--- src/rtl/clkref_select.sv ---
module clkref_select #(
  parameter int N  = 4,
  parameter int PW = 4,
  localparam int IW = (N > 1) ? $clog2(N) : 1
) (
  input  logic            clk,
  input  logic            rst_n,
  input  logic            qual_mode,
  input  logic [N-1:0]    src_ok,
  input  logic [4*N-1:0]  src_code,
  input  logic [N-1:0]    ovr_en,
  input  logic [4*N-1:0]  ovr_code,
  input  logic [PW*N-1:0] src_prio,
  input  logic            force_en,
  input  logic [IW-1:0]   force_idx,
  output logic [IW-1:0]   sel_idx,
  output logic            holdover,
  output logic [3:0]      out_code,
  output logic            switch_evt
);

  localparam logic [3:0] C_SEC = 4'hB;
  localparam logic [3:0] C_DNU = 4'hF;

  function automatic logic [3:0] norm(input logic [3:0] c);
    case (c)
      4'h0, 4'h2, 4'h4, 4'h8, 4'hB, 4'hF: norm = c;
      default:                           norm = C_DNU;
    endcase
  endfunction

  function automatic logic [2:0] rank(input logic [3:0] c);
    case (c)
      4'h2:    rank = 3'd0;
      4'h4:    rank = 3'd1;
      4'h8:    rank = 3'd2;
      4'hB:    rank = 3'd3;
      4'h0:    rank = 3'd4;
      default: rank = 3'd5;
    endcase
  endfunction

  logic [N-1:0][3:0] code_q;

  always_ff @(posedge clk) begin
    if (!rst_n) begin
      code_q <= '0;
    end else begin
      for (int i = 0; i < N; i++)
        code_q[i] <= norm(ovr_en[i] ? ovr_code[i*4 +: 4] : src_code[i*4 +: 4]);
    end
  end

  logic          found;
  logic [IW-1:0] best;
  logic [2:0]    best_rk, rk;
  logic [PW-1:0] best_p, p;
  logic          elig, better;

  always_comb begin
    found   = 1'b0;
    best    = '0;
    best_rk = 3'd7;
    best_p  = '0;
    rk      = '0;
    p       = '0;
    elig    = 1'b0;
    better  = 1'b0;
    for (int i = 0; i < N; i++) begin
      rk   = rank(code_q[i]);
      p    = src_prio[i*PW +: PW];
      elig = src_ok[i] && (p != '0) && !(qual_mode && rk == 3'd5);
      if (!found)        better = 1'b1;
      else if (qual_mode) better = (rk < best_rk) || (rk == best_rk && p > best_p);
      else               better = p > best_p;
      if (elig && better) begin
        found   = 1'b1;
        best    = i[IW-1:0];
        best_rk = rk;
        best_p  = p;
      end
    end
  end

  logic [IW-1:0] nxt_idx;
  logic          nxt_hold;

  always_comb begin
    if (force_en) begin
      nxt_idx  = force_idx;
      nxt_hold = !src_ok[force_idx];
    end else if (found) begin
      nxt_idx  = best;
      nxt_hold = 1'b0;
    end else begin
      nxt_idx  = sel_idx;
      nxt_hold = 1'b1;
    end
  end

  always_ff @(posedge clk) begin
    if (!rst_n) begin
      sel_idx    <= '0;
      holdover   <= 1'b1;
      out_code   <= C_SEC;
      switch_evt <= 1'b0;
    end else begin
      sel_idx    <= nxt_idx;
      holdover   <= nxt_hold;
      out_code   <= nxt_hold ? C_SEC : code_q[nxt_idx];
      switch_evt <= nxt_idx != sel_idx;
    end
  end

endmodule


--- config.mk ---
export PLATFORM = sky130hd
export DESIGN_NAME = clkref_select
export DESIGN_NICKNAME = d
export VERILOG_FILES = /design/src/rtl/clkref_select.sv
export SDC_FILE = /design/constraint.sdc
export NUM_CORES = 1
export LEC_CHECK = 0
export BUFFER_PORTS_ARGS = -buffer_cell sky130_fd_sc_hd__buf_4
export CORE_MARGIN = 2
export CORE_UTILIZATION = 45
export CTS_CLUSTER_DIAMETER = 40
export CTS_CLUSTER_SIZE = 20
export DETAILED_ROUTE_END_ITERATION = 10
export GPL_ROUTABILITY_DRIVEN = 0
export PLACE_DENSITY = 0.84
export SYNTH_ARGS = -nofsm -noshare
export SYNTH_HDL_FRONTEND = slang
export SYNTH_SLANG_ARGS = --single-unit
export TNS_END_PERCENT = 5
--- constraint.sdc ---
create_clock -name clk -period 6.5 [get_ports clk]
set_input_delay 0.65 -clock clk [delete_from_list [all_inputs] [get_ports clk]]
set_output_delay 0.65 -clock clk [all_outputs]
set_load 0.05 [all_outputs]
==> flow_metrics.tcl <==
set metrics [dict create \
    synth_ff_type "dfxtp_1" \
    crit_path_end_kind "register" \
    reg2reg_from "code_q[1]$_SDFF_PN0_" \
    ys_types 65 \
    grt_pass1_wl_microns 9910 \
    cts_resized 0 \
    numClockSinks 24 \
    syn2layout_area_growth_pct 25.3 \
    rsz0062_at_grt "no" \
    via_per_inst 5.64 \
    overflow 0 \
    nets 433 \
    cts_made_buffers 3 \
    worstReg2RegEnd "out_code[1]$_SDFF_PP1_" \
    min_period_ns 6.16 \
    maxSlewHeadroom 0.657 \
    finalHoldViolations 0 \
    ctsHtreeMaxLevel 1 \
    cp-endpoint "out_code[1]$_SDFF_PP1_" \
    dr.first_iter.drc_count 97 \
    synth-edff-count 0 \
    globalRouteTotalUtil 0.197 \
    final.period_utilization 0.948 \
    cpMostUsedCell "ha_1" \
    hold_buffers 0 \
    synthesis.nets 369 \
    finalMaxSlewViolations 0 \
    worst_ep_required_time_ns 6.68 \
    finalWirelength_microns 5980 \
    layout-drive-gt1-share 0.301 \
    cts_tree "built" \
    cts_setup_buffers 0 \
    ant_nets 0 \
    syn_avg_cell_area_sq_um 8.57 \
    antenna_cells 0 \
    synthArstFlopShare 0 \
    synth_area_leaders "dfxtp_1 20%, ha_1 11%, mux2i_1 8.2%" \
    fmax_mhz 162 \
    yosysTopAreaCell "dfxtp_1" \
    postLayoutCoreUtil 0.594 \
    rows 26 \
    yosys_warnings 0 \
    crit_start "code_q[1]$_SDFF_PN0_" \
    cpMaxStageDelayCell "dfxtp_1" \
    clk_transition_reported_paths_ns 0.08 \
    first_pass_iters 4 \
    layout_setup_ws_ns 0.336 \
    dp_slack_ns -0.0337 \
    tightest_slew_ns 0.508 \
    io_pins 70 \
    clock_latency_ns 0.26 \
    netlist_instances 286 \
    cp-start-kind "register" \
    vdd_ir_drop_max_uv 149 \
    crit_type "register to register" \
    rrSetupSlack_ns 0.34 \
    clockRootBuffer "clkbuf_8" \
    ys_ff_latch 24 \
    powerDensity_nw_per_um2 184 \
    setup_violations 0 \
    vias 2363 \
    arrival_ns 6.34 \
    ys_seq_area_frac 0.196 \
    core-area_sq_um 5170 \
    syn_area_sq_um 2450 \
    maxCapViolCount 0 \
    grt_max_degree 14 \
    cpPeakStageDelay_ns 0.39 \
    drc 0 \
    hold_class "register to register" \
    die_w_microns 77.8 \
    antenna_found_initial 0 \
    leakagePower_nw 1.40 \
    synth_common_cells "24 x dfxtp_1, 24 x inv_1, 21 x ha_1" \
    fin_skew_ns 0.00180 \
    rr_worst_depth 26 \
    fp.dieH_microns 77.8 \
    initial_utilization 0.474 \
    port_buffers 69 \
    path_max_fanout 13 \
    hpwlAfterDp_microns 4870 \
    wl_per_cell_microns 14.3 \
    yosys.area.top_type_share 0.196 \
    clk_path_buf_depth 2 \
    outcome "completed" \
    dieArea_sq_um 6050 \
    grt_pass1_vias 2300 \
]
worst max-delay path: cells and delay by family, from the launching register on:
family | cells | cell delay (ns)
compound gates | 13 | 2.78
fa+ha+maj | 4 | 1.24
simple gates | 6 | 0.96
flops | 1 | 0.39
buf+inv | 2 | 0.36
mux | 1 | 0.33
cells in the final DEF (no fill, tap or decap), types with 5 or more instances in the layout:
cell      instances
a21oi_1          17
xnor2_1           8
a31oi_1           7
o211ai_1          6
inv_1            24
buf_4            74
nand2_1          11
o21ai_0           7
nor2_1           17
nand3_1           6
o21a_1            7
dfxtp_1          24
xor2_1            6
mux2_2            5
ha_1             21
mux2i_1          20
nor2b_1          11
registers in the layout, summed over array words and instances, names as in the netlist:
| register | flops |
|---|---|
| holdover | 1 |
| switch_evt | 1 |
| sel_idx | 2 |
| out_code | 4 |
| code_q | 16 |
area by class of cell:
type	count	area (sq um)
Clock buffer	4	55.1
Multi-Input combinational cell	223	1800
Fill cell	444	2100
Inverter	24	90.1
Tap cell	70	87.6
Timing Repair Buffer	74	556
Sequential cell	24	480
logic make-up after synthesis:
| kind of cell | Yosys count | synth area share |
|---|---|---|
| buf+inv | 39 | 0.0771 |
| xor+xnor | 14 | 0.0500 |
| simple gates | 78 | 0.191 |
| fa+ha+maj | 23 | 0.116 |
| mux | 26 | 0.114 |
| flops | 24 | 0.196 |
| compound gates | 82 | 0.256 |
per-stage QoR:
step	hold slack [ns]	TNS, ns	cells	cell area [sq um]	total power, mW
floorplan	0.533	0	286	2450	0.383
global placement	0.513	0	415	3000	0.454
detailed placement	0.532	-0.0544	415	3000	0.462
CTS	0.540	0	419	3050	0.561
global route	0.556	0	419	3070	0.604
finish	0.538	0	419	3070	0.565
routing by layer:
layer | vias to the layer above | global-route usage | wire length (microns)
met3 | 12 | 0.0302 | 304
li1 | 1179 | - | -
met5 | - | 0 | 0
met2 | 69 | 0.359 | 2990
met4 | 0 | 0.0554 | 119
met1 | 1103 | 0.237 | 2570
power by group:
group	internal [mW]	leakage, nW	switching, mW	total (mW)
combinational	0.134	1.17	0.150	0.284
sequential	0.163	0.201	0.0205	0.183
clock	0.0540	0.0288	0.0438	0.0978
total	0.351	1.40	0.215	0.565
worst min-delay path by stage:
stage	start	end	slack [ns]	cells past startpoint
2_1_floorplan	code_q[7]$_SDFF_PN0_	out_code[3]$_SDFF_PP1_	0.53	2
3_3_place_gp	sel_idx[1]$_SDFF_PN0_	switch_evt$_SDFF_PN0_	0.51	2
3_5_place_dp	sel_idx[1]$_SDFF_PN0_	switch_evt$_SDFF_PN0_	0.53	2
4_1_cts	sel_idx[1]$_SDFF_PN0_	switch_evt$_SDFF_PN0_	0.54	2
5_1_grt	sel_idx[1]$_SDFF_PN0_	switch_evt$_SDFF_PN0_	0.56	2
6_report	sel_idx[1]$_SDFF_PN0_	switch_evt$_SDFF_PN0_	0.54	2
(Power assumes the default switching activity.)
